--- src/rtl/ctl_word_rx.sv ---
module ctl_word_rx #(
  parameter logic [6:0] DEV_ID = 7'h1A,
  parameter int SYNC_STAGES = 2,
  parameter int WORD_W = 16,
  parameter int ADDR_W = 7
) (
  input  logic              clk,
  input  logic              rst_n,
  input  logic              mode_3w,
  input  logic              ser_clk,
  input  logic              ser_dat,
  input  logic              ser_sel_n,
  output logic              sda_low,
  output logic              wr_stb,
  output logic [ADDR_W-1:0] wr_addr,
  output logic [WORD_W-ADDR_W-1:0] wr_data
);
  localparam int DATA_W = WORD_W - ADDR_W;
  localparam int CW = $clog2(WORD_W + 2);

  logic [SYNC_STAGES:0] clk_p, dat_p, sel_p;
  logic c_now, c_prev, d_now, d_prev, s_now, s_prev;
  logic c_rise, c_fall, sel_rise, sel_fall, start_c, stop_c;

  always_ff @(posedge clk or negedge rst_n)
    if (!rst_n) begin
      clk_p <= '1;
      dat_p <= '1;
      sel_p <= '1;
    end else begin
      clk_p <= {clk_p[SYNC_STAGES-1:0], ser_clk};
      dat_p <= {dat_p[SYNC_STAGES-1:0], ser_dat};
      sel_p <= {sel_p[SYNC_STAGES-1:0], ser_sel_n};
    end

  assign c_now  = clk_p[SYNC_STAGES-1];
  assign c_prev = clk_p[SYNC_STAGES];
  assign d_now  = dat_p[SYNC_STAGES-1];
  assign d_prev = dat_p[SYNC_STAGES];
  assign s_now  = sel_p[SYNC_STAGES-1];
  assign s_prev = sel_p[SYNC_STAGES];

  assign c_rise   = c_now & ~c_prev;
  assign c_fall   = ~c_now & c_prev;
  assign sel_rise = s_now & ~s_prev;
  assign sel_fall = ~s_now & s_prev;
  assign start_c  = c_now & c_prev & d_prev & ~d_now;
  assign stop_c   = c_now & c_prev & ~d_prev & d_now;

  logic [WORD_W-1:0] sr;
  logic [CW-1:0]     cnt;
  logic [1:0]        byte_idx;
  logic              hit, ack_q;

  assign sda_low = ack_q;

  always_ff @(posedge clk or negedge rst_n)
    if (!rst_n) begin
      sr       <= '0;
      cnt      <= '0;
      byte_idx <= 2'd3;
      hit      <= 1'b0;
      ack_q    <= 1'b0;
      wr_stb   <= 1'b0;
      wr_addr  <= '0;
      wr_data  <= '0;
    end else begin
      wr_stb <= 1'b0;
      if (mode_3w) begin
        ack_q    <= 1'b0;
        hit      <= 1'b0;
        byte_idx <= 2'd3;
        if (sel_fall) begin
          cnt <= '0;
        end else if (sel_rise) begin
          if (cnt == CW'(WORD_W)) begin
            wr_stb  <= 1'b1;
            wr_addr <= sr[WORD_W-1:DATA_W];
            wr_data <= sr[DATA_W-1:0];
          end
        end else if (!s_now && c_rise) begin
          sr <= {sr[WORD_W-2:0], d_now};
          if (cnt != CW'(WORD_W + 1)) cnt <= cnt + 1'b1;
        end
      end else begin
        if (start_c || stop_c) begin
          cnt      <= '0;
          hit      <= 1'b0;
          ack_q    <= 1'b0;
          byte_idx <= start_c ? 2'd0 : 2'd3;
        end else if (c_rise) begin
          if (cnt < CW'(8)) sr <= {sr[WORD_W-2:0], d_now};
          if (cnt != CW'(9)) cnt <= cnt + 1'b1;
        end else if (c_fall) begin
          if (cnt == CW'(8)) begin
            if (byte_idx == 2'd0)
              ack_q <= (sr[7:1] == DEV_ID) && !sr[0];
            else
              ack_q <= hit && (byte_idx != 2'd3);
          end else if (cnt == CW'(9)) begin
            ack_q <= 1'b0;
            cnt   <= '0;
            if (byte_idx == 2'd0) hit <= ack_q;
            if (byte_idx == 2'd2 && hit) begin
              wr_stb  <= 1'b1;
              wr_addr <= sr[WORD_W-1:DATA_W];
              wr_data <= sr[DATA_W-1:0];
            end
            if (byte_idx != 2'd3) byte_idx <= byte_idx + 1'b1;
          end
        end
      end
    end

  assert_stb_pulse_R9: assert property (@(posedge clk) disable iff (!rst_n)
    wr_stb |=> !wr_stb);
  assert_hold_outputs_R9: assert property (@(posedge clk) disable iff (!rst_n)
    !wr_stb |-> $stable({wr_addr, wr_data}));
  assert_commit_on_sel_R7: assert property (@(posedge clk) disable iff (!rst_n)
    (wr_stb && mode_3w) |-> $past(sel_rise));
  assert_commit_after_ack_R4: assert property (@(posedge clk) disable iff (!rst_n)
    (wr_stb && !mode_3w) |-> $past(c_fall));
  assert_ack_while_low_R3: assert property (@(posedge clk) disable iff (!rst_n)
    $rose(sda_low) |-> !c_now);
  assert_no_ack_3w_R2: assert property (@(posedge clk) disable iff (!rst_n)
    (mode_3w && $past(mode_3w)) |-> !sda_low);
endmodule

--- config.mk ---
export PLATFORM = sky130hd
export DESIGN_NAME = ctl_word_rx
export DESIGN_NICKNAME = d
export VERILOG_FILES = /design/src/rtl/ctl_word_rx.sv
export SDC_FILE = /design/constraint.sdc
export NUM_CORES = 1
export LEC_CHECK = 0
export BUFFER_PORTS_ARGS = -buffer_cell sky130_fd_sc_hd__buf_2
export CAP_MARGIN = 25
export CORE_MARGIN = 4
export CORE_UTILIZATION = 43
export DETAILED_ROUTE_END_ITERATION = 16
export GPL_ROUTABILITY_DRIVEN = 0
export MAX_ROUTING_LAYER = met4
export PLACE_DENSITY = 0.6
export SYNTH_ARGS = -nofsm -noshare
export SYNTH_HDL_FRONTEND = slang
export SYNTH_SLANG_ARGS = --single-unit
--- constraint.sdc ---
create_clock -name clk -period 2.4 [get_ports clk]
set_clock_uncertainty 0.05 [all_clocks]
set_input_delay 0.24 -clock clk [delete_from_list [all_inputs] [get_ports clk]]
set_output_delay 0.24 -clock clk [all_outputs]
set_load 0.02 [all_outputs]
==> metrics.yaml, run 1 <==
routing:
  dr.pass1.iters: 4
  post-route-drc-count: 0
  vias: 1393
  vias_per_cell: 5.20
  first_iter_violations: 85
  wl_per_cell_microns: 15.1
  detail-route-antenna-nets: 0
  drt_wl_total_microns: 4050
global_route:
  grt_usage_pct: 14.4
  grt_max_degree: 22
  grt_pass1_wl_microns: 7180
  antenna_found_initial: 0
  overflow: 0
  grt_pass1_vias: 1455
die:
  io_pins: 24
  rows: 26
  dieArea_sq_um: 6770
  die_y_microns: 82.3
  die_w_microns: 82.3
  start_util_pct: 45.3
  fp.coreArea_sq_um: 5240
sta:
  holdWs_ns: 0.253
  rsz0062_at_grt: "no"
  slew_viol_final: 0
  hold_viol_final: 0
  worst_slew_pin_slew_ns: 0.477
  max-slew-margin-rel_pct: 68.2
  max_freq_ghz: 0.467
  setup_violations: 0
  min_period_ns: 2.14
  period_share_pct: 89.3
  tns_ns: 0
outcome:
  status: "completed"
clock_network:
  cts-root-buf: "clkbuf_8"
  cts_buffers: 5
  cts_tree: "done"
  clockBufferDepth: 2
  clk_latency_ns: 0.30
  clkSinkCount: 51
  htreeDepth: 2
  postCtsSetupBuffers: 0
  clk_pin_slew_worst_paths_ns: 0.09
job:
  maxCapViolations: 0
layout:
  n_antenna_cell: 0
  finalNetCount: 209
  n_fill_cell: 448
  drive_gt1_share_pct: 43.4
  post-route-util_pct: 51.4
  area_growth_pct: 13.4
critical_path:
  cp_data_arrival_time_ns: 2.30
  end_kind: "register"
  path_class: "reg -> reg"
  critical_path.max_fanout: 5
  start_kind: "register"
  required_ns: 2.56
logic_synthesis:
  yosys_warnings: 0
  synth.cell_area_sq_um: 2370
  synthArstFlopShare_pct: 100
  synthFlopType: "dfrtp_1"
  syn_inst: 165
  synth_seq_cells: 51
  ys_types: 45
  synth-edff-count: 0
  avgSynthCellArea_sq_um: 14.4
  ys_seq_area_share_pct: 54.4
  synth.net_count: 177
pwr:
  p_leak_nw: 1.35
  max-vdd-ir-drop_uv: 373
  power.density_nw_per_um2: 773
place:
  io_buffer_count: 23
  dp_hpwl_microns: 2880
worst_hold_path:
  hold_class: "in -> reg"
==> stage by stage <==
step                      setup slack [ns]  power (mW)  cell area [sq um]  std cells
final                                0.258        2.08               2690        268
after global routing                 0.129        2.21               2690        268
after floorplan                      0.432        1.49               2370        165
after global placement               0.370        1.55               2560        256
after CTS                            0.241        2.11               2690        268
after detailed placement             0.267        1.58               2560        256
==> sequential cells by signal, summed over array words and instances (netlist names), 2 cells and up <==
name,count
sr,16
wr_data,9
wr_addr,7
cnt,5
clk_p,3
dat_p,3
sel_p,3
byte_idx,2
==> final cells by class <==
class	count	area (sq um)	share of cell area (%)
Inverter	6	22.5	0.837
Tap cell	70	87.6	3.25
Timing Repair Buffer	30	190	7.07
Clock inverter	1	8.76	0.325
Sequential cell	51	1290	47.9
Clock buffer	7	86.3	3.21
Multi-Input combinational cell	103	1010	37.4
==> path summary, 6_finish.rpt <==
check                         start  cells after the start     endpoint  slack [ns]
max                          cnt[1]                      7       cnt[1]        0.26
min                         mode_3w                      2  byte_idx[1]        0.25
max reg2reg                  cnt[1]                      7       cnt[1]        0.26
min reg2reg                sel_p[0]                      0     sel_p[1]        0.31
max in group asynchronous     rst_n                      3     clk_p[0]        1.28
min in group asynchronous     rst_n                      2   wr_data[6]        0.35
==> worst max-delay path, cell delays in order, from the launching register on <==
cell,delay [ns]
dfrtp_1,0.42
inv_1,0.11
ha_1,0.22
and4bb_1,0.28
a311o_1,0.18
o311ai_1,0.11
a221oi_2,0.40
mux2i_1,0.28
==> cell usage in the layout, fill, tap and decap left out, types with 6 or more instances in the layout <==
cell,n
mux2_4,18
clkbuf_8,6
dfstp_2,11
a21oi_1,7
dfrtp_1,40
ha_1,6
buf_2,23
inv_1,6
nor2_1,6
mux2_2,14
==> routing by layer <==
| layer | wire length, microns | global-route usage [%] |
|---|---|---|
| met5 | 0 | - |
| met4 | 57 | 4.98 |
| met3 | 148 | 3.90 |
| met2 | 1880 | 21.5 |
| met1 | 1960 | 18.8 |
==> report_power, final <==
part	total [mW]	internal, mW	switching [mW]
Sequential	1.16	0.990	0.170
Clock	0.511	0.239	0.273
Combinational	0.411	0.236	0.175
==> synth_stat cells (2+ instances only) <==
cell	n	area (sq um)
a21oi_1	7	35.0
a31o_2	3	26.3
a31oi_1	4	25.0
a41oi_1	2	17.5
and2b_1	2	15.0
buf_6	3	33.8
dfrtp_1	40	1000
dfstp_2	11	289
ha_1	6	75.1
inv_1	6	22.5
mux2_2	14	158
mux2_4	18	270
nand2_1	5	18.8
nand3_1	2	10.0
nand4b_1	4	35.0
nor2_1	6	22.5
nor2b_1	2	12.5
o21ai_0	2	10.0
o21bai_1	2	15.0
==> cell families (layout without fill, tap and decap cells) <==
family	after synthesis	count (layout)	share of synthesized area, %
AO/OA/AOI/OAI	29	29	10.2
multiplexers	33	33	18.5
adder cells (fa/ha/maj)	6	6	3.16
flip-flops	51	51	54.4
AND/OR/NAND/NOR	33	33	9.86
buffers and inverters	11	44	3.22
XOR/XNOR	2	2	0.739
==> what timing repair did <==
| action | in CTS | in global routing |
|---|---|---|
| resized for setup | 0 | 0 |
| endpoints found under the setup margin | 0 | 0 |
| hold endpoints to repair | 19 | 0 |
| hold buffers | 4 | 0 |
Note: power is estimated with default switching activity, not from simulation.
==> inputs of run 2 (changes only) <==
Settings changed: CAP_MARGIN 25 to 20, CELL_PAD_IN_SITES_DETAIL_PLACEMENT set to 2, CELL_PAD_IN_SITES_GLOBAL_PLACEMENT set to 2, CORE_UTILIZATION 43 to 41, PLACE_DENSITY 0.6 to 0.77.
==> metrics.yaml, run 2 (same netlist as run 1, synthesis figures left out) <==
die:
  fp.coreArea_sq_um: 5570
  io_pins: 24
  dieArea_sq_um: 7070
  rows: 27
  die_y_microns: 84.1
  start_util_pct: 42.6
  die_w_microns: 84.1
layout:
  final_cell_mix: "dfrtp_1 (40), buf_2 (23), mux2_4 (18)"
  n_antenna_cell: 0
  largest_reg_flops: 16
  n_fill_cell: 550
  drive_gt1_share_pct: 43.4
  top_regs: "sr x16, wr_data x9, wr_addr x7"
  top_register: "sr"
  multi_input_area_sq_um: 1010
  area_growth_pct: 13.7
  ff_latch_area_sq_um: 1290
  final_common_cell: "dfrtp_1"
  fin_area_sq_um: 2700
  finalNetCount: 209
clock_network:
  cts_resized: 0
  cts_buffers: 5
  cts-root-buf: "clkbuf_8"
  cts_tree: "done"
  htreeDepth: 2
  clk_pin_slew_worst_paths_ns: 0.09
  clockBufferDepth: 2
  clk_latency_ns: 0.30
  clkSinkCount: 51
place:
  place_area_sq_um: 2550
  io_buffer_count: 23
  dp_hpwl_microns: 3800
global_route:
  grt_pass1_wl_microns: 8550
  overflow: 0
  antenna_found_initial: 0
  grt_usage_pct: 15.8
  grt_pass1_vias: 1630
  met3_usage_pct: 3.06
  busiest_layer: "met2"
  use_met1_pct: 19.0
  use_met2_pct: 26.8
  grt_max_degree: 23
sta:
  min_period_ns: 2.21
  tns_ns: 0
  setup_violations: 0
  max_freq_ghz: 0.452
  holdWs_ns: 0.263
  rsz0062_at_grt: "no"
  slew_viol_final: 0
  period_share_pct: 92.2
  hold_viol_final: 0
  max-slew-margin-rel_pct: 64.9
  worst_slew_pin_slew_ns: 0.526
routing:
  detail-route-antenna-nets: 0
  post-route-drc-count: 0
  dr.pass1.iters: 4
  vias_per_cell: 5.37
  wl_per_cell_microns: 18.9
  drt_wl_total_microns: 5120
  vias: 1450
  first_iter_violations: 54
critical_path:
  ff2ff_setup_slack_ns: 0.19
  path_class: "reg -> reg"
  start_kind: "register"
  cp_data_arrival_time_ns: 2.33
  critical_path.max_fanout: 5
  required_ns: 2.51
  end_kind: "register"
pwr:
  p_leak_nw: 1.35
  max-vdd-ir-drop_uv: 389
  power.density_nw_per_um2: 817
worst_hold_path:
  hold_class: "in -> reg"
job:
  maxCapViolations: 0
outcome:
  status: "completed"
## run 2: changes by cell type in the layout (fill, tap and decap cells not counted), sizes merged
cell	previous run	this run
clkinv	0	1
bufinv	0	1
clkbuf	7	5
## run 2: layout make-up
class / count / area share, %
clock inverter: 3 / 1.58
clock buffer: 5 / 2.55
inverter: 6 / 0.835
multi-input combinational: 103 / 37.3
timing repair buffer: 30 / 6.59
tap: 72 / 3.34
sequential: 51 / 47.8
## run 2: per-stage QoR
stage	total power [mW]	utilization, %	instances	worst slack, ns
global placement	1.55	45.7	258	0.343
detailed placement	1.62	45.7	258	0.192
floorplan	1.49	-	165	0.432
finish	2.20	48.4	270	0.186
global route	2.34	48.4	270	0.0162
CTS	2.23	48.4	270	0.169
## run 2: path summary, 6_finish.rpt
path | to | cells past startpoint | startpoint
min in group asynchronous | wr_stb | 2 | rst_n
worst min register to register | sel_p[1] | 0 | sel_p[0]
max in group asynchronous | clk_p[2] | 3 | rst_n
worst max-delay path | cnt[3] | 7 | cnt[1]
worst min-delay path | byte_idx[1] | 2 | mode_3w
worst max register to register | cnt[3] | 7 | cnt[1]
## run 2: critical path, cell delays in order (launching register included)
cell	delay, ns
dfrtp_1	0.43
inv_1	0.13
ha_1	0.23
and4bb_1	0.32
a311o_1	0.20
o311ai_1	0.11
a221oi_2	0.44
a31oi_1	0.17
## run 2: report_power, final
group	total, mW	internal (mW)	switching [mW]
logic	0.431	0.238	0.193
registers	1.17	0.990	0.184
clock network	0.598	0.311	0.287
## run 2: repair_timing
| action | 4_1_cts | 5_1_grt |
|---|---|---|
| endpoints found under the hold margin | 18 | 0 |
| hold buffers | 4 | 0 |
| buffers inserted | 0 | 0 |
## run 2: per-layer routing
| layer | up-vias | share of wire (%) |
|---|---|---|
| met2 | 25 | 52 |
| li1 | 663 | - |
| met1 | 755 | 44 |
| met3 | 7 | 2.7 |
| met4 | 0 | 1.4 |
| met5 | - | 0 |
